==> config.mk <==
export PLATFORM = sky130hd
export DESIGN_NAME = fs_slave_serializer
export DESIGN_NICKNAME = d
export VERILOG_FILES = /design/src/rtl/fss_pkg.sv /design/src/rtl/fss_pin_sampler.sv /design/src/rtl/fss_sample_hold.sv /design/src/rtl/fss_shifter.sv /design/src/rtl/fs_slave_serializer.sv
export SDC_FILE = /design/constraint.sdc
export NUM_CORES = 1
export LEC_CHECK = 0
export BUFFER_PORTS_ARGS = -buffer_cell sky130_fd_sc_hd__clkbuf_2
export CORE_MARGIN = 4
export CORE_UTILIZATION = 31
export CTS_BUF_LIST = sky130_fd_sc_hd__clkbuf_4
export DETAILED_ROUTE_END_ITERATION = 10
export PLACE_DENSITY_LB_ADDON = 0.1
export SKIP_CTS_REPAIR_TIMING = 1
export SLEW_MARGIN = 20
export SYNTH_ARGS = -nofsm -noshare
export SYNTH_HDL_FRONTEND = slang
export SYNTH_HIERARCHICAL = 1
export SYNTH_SLANG_ARGS = --single-unit
export TNS_END_PERCENT = 10
==> constraint.sdc <==
create_clock -name clk -period 3.25 [get_ports clk]
set_input_delay 0.325 -clock clk [delete_from_list [all_inputs] [get_ports clk]]
set_output_delay 0.325 -clock clk [all_outputs]
set_load 0.05 [all_outputs]
==> src/rtl/fss_pkg.sv <==
package fss_pkg;

    localparam int WORD_W_DEF    = 24;
    localparam int FRAME_LEN_DEF = 32;
    localparam int SYNC_DEF      = 2;

    // Two most recent sampled levels of a host-driven line
    typedef struct packed {
        logic now;
        logic prev;
    } pin_hist_t;

    function automatic logic is_rise(pin_hist_t h);
        return h.now & ~h.prev;
    endfunction

    function automatic logic is_fall(pin_hist_t h);
        return ~h.now & h.prev;
    endfunction

    // Counter width able to hold FRAME_LEN + 1 (saturation value)
    function automatic int cnt_width(int frame_len);
        return $clog2(frame_len + 2);
    endfunction

endpackage

==> src/rtl/fss_pin_sampler.sv <==
module fss_pin_sampler
    import fss_pkg::*;
#(
    parameter int STAGES = SYNC_DEF
) (
    input  logic      clk,
    input  logic      rst,
    input  logic      raw,
    output pin_hist_t hist
);
    // STAGES sampling flops plus one history flop
    logic [STAGES:0] pipe;

    always_ff @(posedge clk) begin
        if (rst) begin
            pipe <= '0;
        end else begin
            pipe[0] <= raw;
            for (int i = 1; i <= STAGES; i++) begin
                pipe[i] <= pipe[i-1];
            end
        end
    end

    assign hist.now  = pipe[STAGES-1];
    assign hist.prev = pipe[STAGES];

endmodule

==> src/rtl/fss_sample_hold.sv <==
module fss_sample_hold #(
    parameter int WORD_W = 24
) (
    input  logic              clk,
    input  logic              rst,
    input  logic              valid,
    input  logic [WORD_W-1:0] data,
    output logic [WORD_W-1:0] held
);
    always_ff @(posedge clk) begin
        if (rst) begin
            held <= '0;
        end else if (valid) begin
            held <= data;
        end
    end

    AST_HOLD_CAPTURE: assert property (@(posedge clk) disable iff (rst)
        valid |=> held == $past(data));
    AST_HOLD_KEEP: assert property (@(posedge clk) disable iff (rst)
        !valid |=> $stable(held));

endmodule

==> src/rtl/fss_shifter.sv <==
module fss_shifter
    import fss_pkg::*;
#(
    parameter int WORD_W    = WORD_W_DEF,
    parameter int FRAME_LEN = FRAME_LEN_DEF
) (
    input  logic              clk,
    input  logic              rst,
    input  pin_hist_t         fs_h,
    input  pin_hist_t         sc_h,
    input  logic              daisy_in,
    input  logic [WORD_W-1:0] load_word,
    output logic              dout,
    output logic              frame_err
);
    localparam int             CW      = cnt_width(FRAME_LEN);
    localparam logic [CW-1:0]  FULL_C  = CW'(FRAME_LEN);
    localparam logic [CW-1:0]  SAT_C   = CW'(FRAME_LEN + 1);

    logic [WORD_W-1:0] shreg;
    logic [CW-1:0]     cnt;
    logic              daisy_q;
    logic              started;
    logic              fs_rise, sc_rise, sc_fall, shift_ok;

    assign fs_rise  = is_rise(fs_h);
    assign sc_rise  = is_rise(sc_h);
    assign sc_fall  = is_fall(sc_h);
    assign shift_ok = (cnt < FULL_C);

    always_ff @(posedge clk) begin
        if (rst) begin
            shreg     <= '0;
            cnt       <= '0;
            daisy_q   <= 1'b0;
            started   <= 1'b0;
            frame_err <= 1'b0;
        end else begin
            if (sc_rise) begin
                daisy_q <= daisy_in;
            end
            if (fs_rise) begin
                shreg     <= load_word;
                cnt       <= '0;
                started   <= 1'b1;
                frame_err <= started && (cnt != FULL_C);
            end else if (sc_fall) begin
                if (shift_ok) begin
                    shreg <= {shreg[WORD_W-2:0], daisy_q};
                end
                if (cnt != SAT_C) begin
                    cnt <= cnt + 1'b1;
                end
            end
        end
    end

    assign dout = shreg[WORD_W-1];

    AST_MSB_LOAD: assert property (@(posedge clk) disable iff (rst)
        fs_rise |=> dout == $past(load_word[WORD_W-1]));
    AST_SHIFT_STEP: assert property (@(posedge clk) disable iff (rst)
        (sc_fall && !fs_rise && shift_ok) |=> dout == $past(shreg[WORD_W-2]));
    AST_QUIET_HOLD: assert property (@(posedge clk) disable iff (rst)
        (!fs_rise && !(sc_fall && shift_ok)) |=> $stable(dout));
    AST_SAT_FREEZE: assert property (@(posedge clk) disable iff (rst)
        (!fs_rise && !shift_ok) |=> $stable(shreg));
    AST_ERR_STEADY: assert property (@(posedge clk) disable iff (rst)
        !fs_rise |=> $stable(frame_err));
    AST_FIRST_CLEAN: assert property (@(posedge clk) disable iff (rst)
        (fs_rise && !started) |=> !frame_err);
    AST_CNT_RANGE: assert property (@(posedge clk) disable iff (rst)
        cnt <= SAT_C);

endmodule

==> src/rtl/fs_slave_serializer.sv <==
module fs_slave_serializer
    import fss_pkg::*;
#(
    parameter int WORD_W      = WORD_W_DEF,
    parameter int FRAME_LEN   = FRAME_LEN_DEF,
    parameter int SYNC_STAGES = SYNC_DEF
) (
    input  logic              clk,
    input  logic              rst,
    input  logic              fsync,
    input  logic              sclk,
    input  logic              daisy_in,
    input  logic [WORD_W-1:0] sample_data,
    input  logic              sample_valid,
    output logic              dout,
    output logic              frame_err
);
    localparam int N_PINS = 2;   // index 0: frame strobe, 1: bit clock

    logic      [N_PINS-1:0] raw_pins;
    pin_hist_t              hist [N_PINS];
    logic      [WORD_W-1:0] held_word;

    assign raw_pins = {sclk, fsync};

    for (genvar g = 0; g < N_PINS; g++) begin : g_pin
        fss_pin_sampler #(.STAGES(SYNC_STAGES)) u_sampler (
            .clk  (clk),
            .rst  (rst),
            .raw  (raw_pins[g]),
            .hist (hist[g])
        );
    end

    fss_sample_hold #(.WORD_W(WORD_W)) u_hold (
        .clk   (clk),
        .rst   (rst),
        .valid (sample_valid),
        .data  (sample_data),
        .held  (held_word)
    );

    fss_shifter #(.WORD_W(WORD_W), .FRAME_LEN(FRAME_LEN)) u_shift (
        .clk       (clk),
        .rst       (rst),
        .fs_h      (hist[0]),
        .sc_h      (hist[1]),
        .daisy_in  (daisy_in),
        .load_word (held_word),
        .dout      (dout),
        .frame_err (frame_err)
    );

    AST_RESET_QUIET: assert property (@(posedge clk)
        rst |=> (!dout && !frame_err));

endmodule

Word-level counts from Yosys, hierarchy flattened
Cells that the tools add are included.
Widths: inputs -> output; s select.
{"block": "word_totals", "elab_cells": 27, "latch_bits": 0, "mem_bits_ro": 0, "output_inout_bits": 2, "input_bits": 30, "n_memories": 0, "register_bits": 63, "mem_bits_rw": 0}
{"block": "op_classes", "shift": 0, "reduce_logical": 6, "n_mux": 3, "n_mul": 0, "n_bitwise": 6, "n_addsub": 1, "order_cmp": 1, "eq_ne": 2, "n_div": 0}
{"operator": "$mux 24", "count": 3}
{"operator": "$ne 6x6->1 const B", "count": 2}
{"operator": "$add 6x1->6 const B", "count": 1}
{"operator": "$lt 6x6->1 const B", "count": 1}
{"operator": "$reduce_and 2->1", "count": 2}
{"operator": "$reduce_bool 2->1", "count": 2}
{"operator": "$and 1x1->1", "count": 3}
{"operator": "$not 1->1", "count": 3}
{"operator": "$reduce_or 2->1", "count": 1}
{"operator": "$logic_and 1x1->1", "count": 1}

Logic depth before layout (Yosys ltp)
{"block": "logic_depth", "ltp_word": 4, "depth_mapped": 6, "depth_no_buf": 4}

Modules after synthesis
Netlist, hierarchy kept.
{"mod": "fss_shifter", "n_inst": 1, "cells_each": 189, "area_each_um2": 1716.6, "seq_area_each_um2": 660.6}
{"mod": "fss_sample_hold", "n_inst": 1, "cells_each": 77, "area_each_um2": 869.6, "seq_area_each_um2": 480.5}
{"mod": "fss_pin_sampler", "n_inst": 2, "cells_each": 8, "area_each_um2": 93.8, "seq_area_each_um2": 60.1}

Least setup slack after synthesis
Ideal clock, no wire load.
{"block": "synth_timing", "kind": "reg-to-reg", "startpoint": "register g_pin[1].u_sampler.pipe[1]", "endpoint": "register u_shift.shreg[0]", "path_buffers": 2, "required_time_ns": 3.111, "synth_period_minus_slack_ns": 1.286, "arrival_time_ns": 1.147, "path_slack_ns": 1.964, "stages_incl_launch_ff": 6, "setup_time_ns": 0.139, "cell_sequence": "dfxtp_1 -> buf_4 -> nand2b_4 -> o21ai_2 -> buf_2 -> a311oi_2"}
{"block": "synth_between", "elab_chain_len": 4}
{"element": "start, declared", "line": "fss_pin_sampler.sv:12", "text": "logic [STAGES:0] pipe;"}
{"element": "start signal, assigned by index", "line": "fss_pin_sampler.sv:20", "text": "pipe[i] <= pipe[i-1];"}
{"element": "$not 1->1", "line": "fss_pkg.sv:18", "text": "return ~h.now & h.prev;"}
{"element": "$and 1x1->1", "line": "fss_pkg.sv:18"}
{"element": "$reduce_bool 2->1 (no source line)"}
{"element": "$reduce_and 2->1 (no source line)"}
{"element": "end signal, assigned", "line": "fss_shifter.sv:43", "text": "shreg <= load_word;"}
{"element": "end signal, assigned", "line": "fss_shifter.sv:49", "text": "shreg <= {shreg[WORD_W-2:0], daisy_q};"}
{"element": "end, declared", "line": "fss_shifter.sv:20", "text": "logic [WORD_W-1:0] shreg;"}
No other way between the ends.
A chain may end at the register's enable or synchronous reset.

Worst setup path after layout
{"block": "layout_timing", "startpoint": "register g_pin[1].u_sampler.pipe[2]", "endpoint": "register u_shift.shreg[4]"}
{"block": "layout_between", "elab_chain_len": 3}
{"element": "$and 1x1->1", "line": "fss_pkg.sv:18"}
{"element": "$reduce_bool 2->1 (no source line)"}
{"element": "$reduce_and 2->1 (no source line)"}
No other way between the ends.

==> metrics.md <==
| Metric | Value |
|---|---|
| Status | complete, no violations |
| Die Wd | 103 um |
| Worst path max stage delay | 0.89 ns |
| Async set-reset flop share out of synthesis | 0% |
| Post-synthesis cell type count | 34 |
| Most numerous cell in the Yosys netlist | dfxtp_1 |
| Proportion of synthesized area in mux cells | 9.79% |
| DIE AREA | about 11,000 sq um |
| TNS Setup | 0 ns |
| Fmax | 541 MHz |
| Synth Area in XOR/XNOR | 0% |
| Post-synth top flop | dfxtp_1 |
| Top cells by count, synth | dfxtp_1, nand2_1, mux2i_1 |
| Clock Latency Late Sink | 0.39 ns |
| CP Launch Type | register |
| Routability-driven placement congestion ratio | roughly 0.71 |
| Syn nets | 315 |
| Cell Area, Synth | 2770 sq um |
| Yosys reg bits | 63 |
| Share of cells above drive strength 1 | about a quarter |
| Register area share after synthesis | 45.5% |
| Via count | approximately 2,000 |
| Post-Synth Adder-Cell Area | under 10% |
| Rel. slew slack | 29.5% |
| Final Skew | 0.0109 ns |
| Worst-margin pin slew | 1.06 ns |
| R2R Setup Slk | 1.40 ns |
| Crit Path Class | reg2reg |
| Antenna violations before repair | 0 |
| Core ar. | a little under 9000 sq um |
| Req. time, crit path | 3.56 ns |
| # DRC | 0 |
| DRT Pass-1 Iters | 4 |
| Largest cells by area after synthesis | dfxtp_1, a311oi_2, mux2i_1 |
| CTS tree | built |
| RSZ-0062 raised after global routing | false |
| Crit path arrival time | 2.15 ns |
| Layout Nets | around 340 |
| Yosys Warn Count | 6 |
| Setup crit end kind | register |
| H-tree Lvls | 3 |
| Chip Height | 103 um |
| Ant diodes | 0 |
| Wire per inst | 13.5 um |
| Area fraction of the dominant cell type after synthesis | 45.5% |
| Vias/cell | 4.78 |
| Critical path's slowest cell | nor3b_4 |
| Clk root buf | clkbuf_4 |
| Iteration-0 DRC Markers | 74 |
| Post-synth EDFFs | 0 |
| Num ports | 32 |
| Row count | 34 |
| First-pass GRT wire length | 9800 um |
| Tot GR Track Use | a little under an eighth |
| Clock Sinks | between 60 and 70 |
| Dpl hpwl | 3550 um |
| Leakage | 1.11 nW |
| Total grt overflow | 0 |
| Syn_area_per_cell | 9.84 sq um |
| Final Slew Violations | 0 |
| Simple-gate portion of the synthesized area | 21.3% |
| Mapped Cells | about 280 |
| Compound-Gate Fraction of Synth Area | 15.0% |
| Fill cells | roughly 920 |
| Largest net degree at the start of global routing | 37 |
| Num CTS Buffers | 9 |
| Area Growth Syn to Fin | 8.93% |
| Hold WC Path Type | in2reg |
| Clock Path Buffers | 2 |
| Final Hold Fails | 0 |
| Post-route ant nets | 0 |
| Initial core utilization | 31.8% |
| VDD IR-drop max | slightly below 200 uV |
| Max cap viols | 0 |
| Vias in the first global route | 2,065 |
| WL final | 5600 um |
| Largest area contributor in the netlist | dfxtp_1 |
| Post-route clock period utilization | 56.9% |
| Final Setup Violations | 0 |
| Crit Path Max Fanout | 24 |
| Reg clk slew, reported paths | 0.10 ns |
| Port Buf Inserts | 31 |
| Largest family of logic cells by synthesized area | simple AND/OR/NAND/NOR gates |
| Clock period minus worst slack | roughly 1.8 ns |
| Crit-path cells | nor3b_4 > nor3_1 > a311oi_2 |
| Power per cell area | 473 nW/um^2 |
| Final core area utilization | about a third |
==> power by group <==
part	switching (mW)	internal (mW)	total, mW
Sequential	0.0237	0.814	0.838
Clock	0.272	0.155	0.427
Combinational	0.0914	0.0729	0.164
==> worst max-delay path, delay by kind of cell (launching register included) <==
family	cells	cell delay (ns)
AND/OR/NAND/NOR	2	1.04
flip-flops	1	0.42
AO/OA/AOI/OAI	1	0.29
==> path summary, 6_finish.rpt <==
kind                                   start  cells past startpoint                    endpoint
hold reg to reg   g_pin[1].u_sampler/pipe[0]                      1  g_pin[1].u_sampler/pipe[1]
setup / recovery  g_pin[1].u_sampler/pipe[2]                      3            u_shift/shreg[4]
hold / removal                          sclk                      2  g_pin[1].u_sampler/pipe[0]
setup reg to reg  g_pin[1].u_sampler/pipe[2]                      3            u_shift/shreg[4]
==> per-layer routing <==
metal	global-route usage, %	wire, um
met3	2.98	197
met5	0	0
met2	17.9	2290
met4	6.05	112
met1	15.6	3000
==> placed cells by master, fill, tap and decap left out, types with 3 or more instances in the layout <==
cell      netlist  routed
nor2_1         25      25
nor2b_1         8       7
buf_4           7       4
a311oi_2       20      20
clkbuf_2        0      31
a311oi_1        4       4
inv_1           4       4
dfxtp_1        63      63
mux2i_1        26      26
a21oi_1         6       6
nor3_1         25      25
nand2_1        52      52
clkinv_1        0       4
ha_1            3       3
clkbuf_4        0      10
==> cell families (layout without fill, tap and decap cells) <==
logic type	Yosys count	count (layout)
buf+inv	29	55
compound gates	37	37
flops	63	63
simple gates	123	123
mux	27	27
fa+ha+maj	3	3
==> metrics by stage <==
stage	hold WS [ns]	total power, mW	instance area [sq um]	setup slack (ns)	std cells
3_5_place_dp	0.428	1.02	2920	1.42	400
3_3_place_gp	0.418	1.02	2920	1.47	400
5_1_grt	0.112	1.53	3020	1.26	416
6_report	0.134	1.43	3020	1.40	416
2_1_floorplan	0.397	0.986	2770	1.96	282
4_1_cts	0.100	1.47	3020	1.39	416
==> sequential cells by signal, summed over array words and instances (netlist names) <==
name and flops:
u_shift/cnt 6, u_hold/held 24, u_shift/shreg 24, g_pin.u_sampler/pipe 6, u_shift/started 1, u_shift/frame_err 1
u_shift/daisy_q 1
==> cell type report <==
type	instances	area, sq um	area share [%]
multi-input combinational	190	1320	43.8
sequential	63	1260	41.7
timing repair buffer	35	185	6.13
tap	108	135	4.47
clock buffer	10	75.1	2.48
clock inverter	6	27.5	0.911
inverter	4	15.0	0.497
Note: power is estimated with default switching activity, not from simulation.
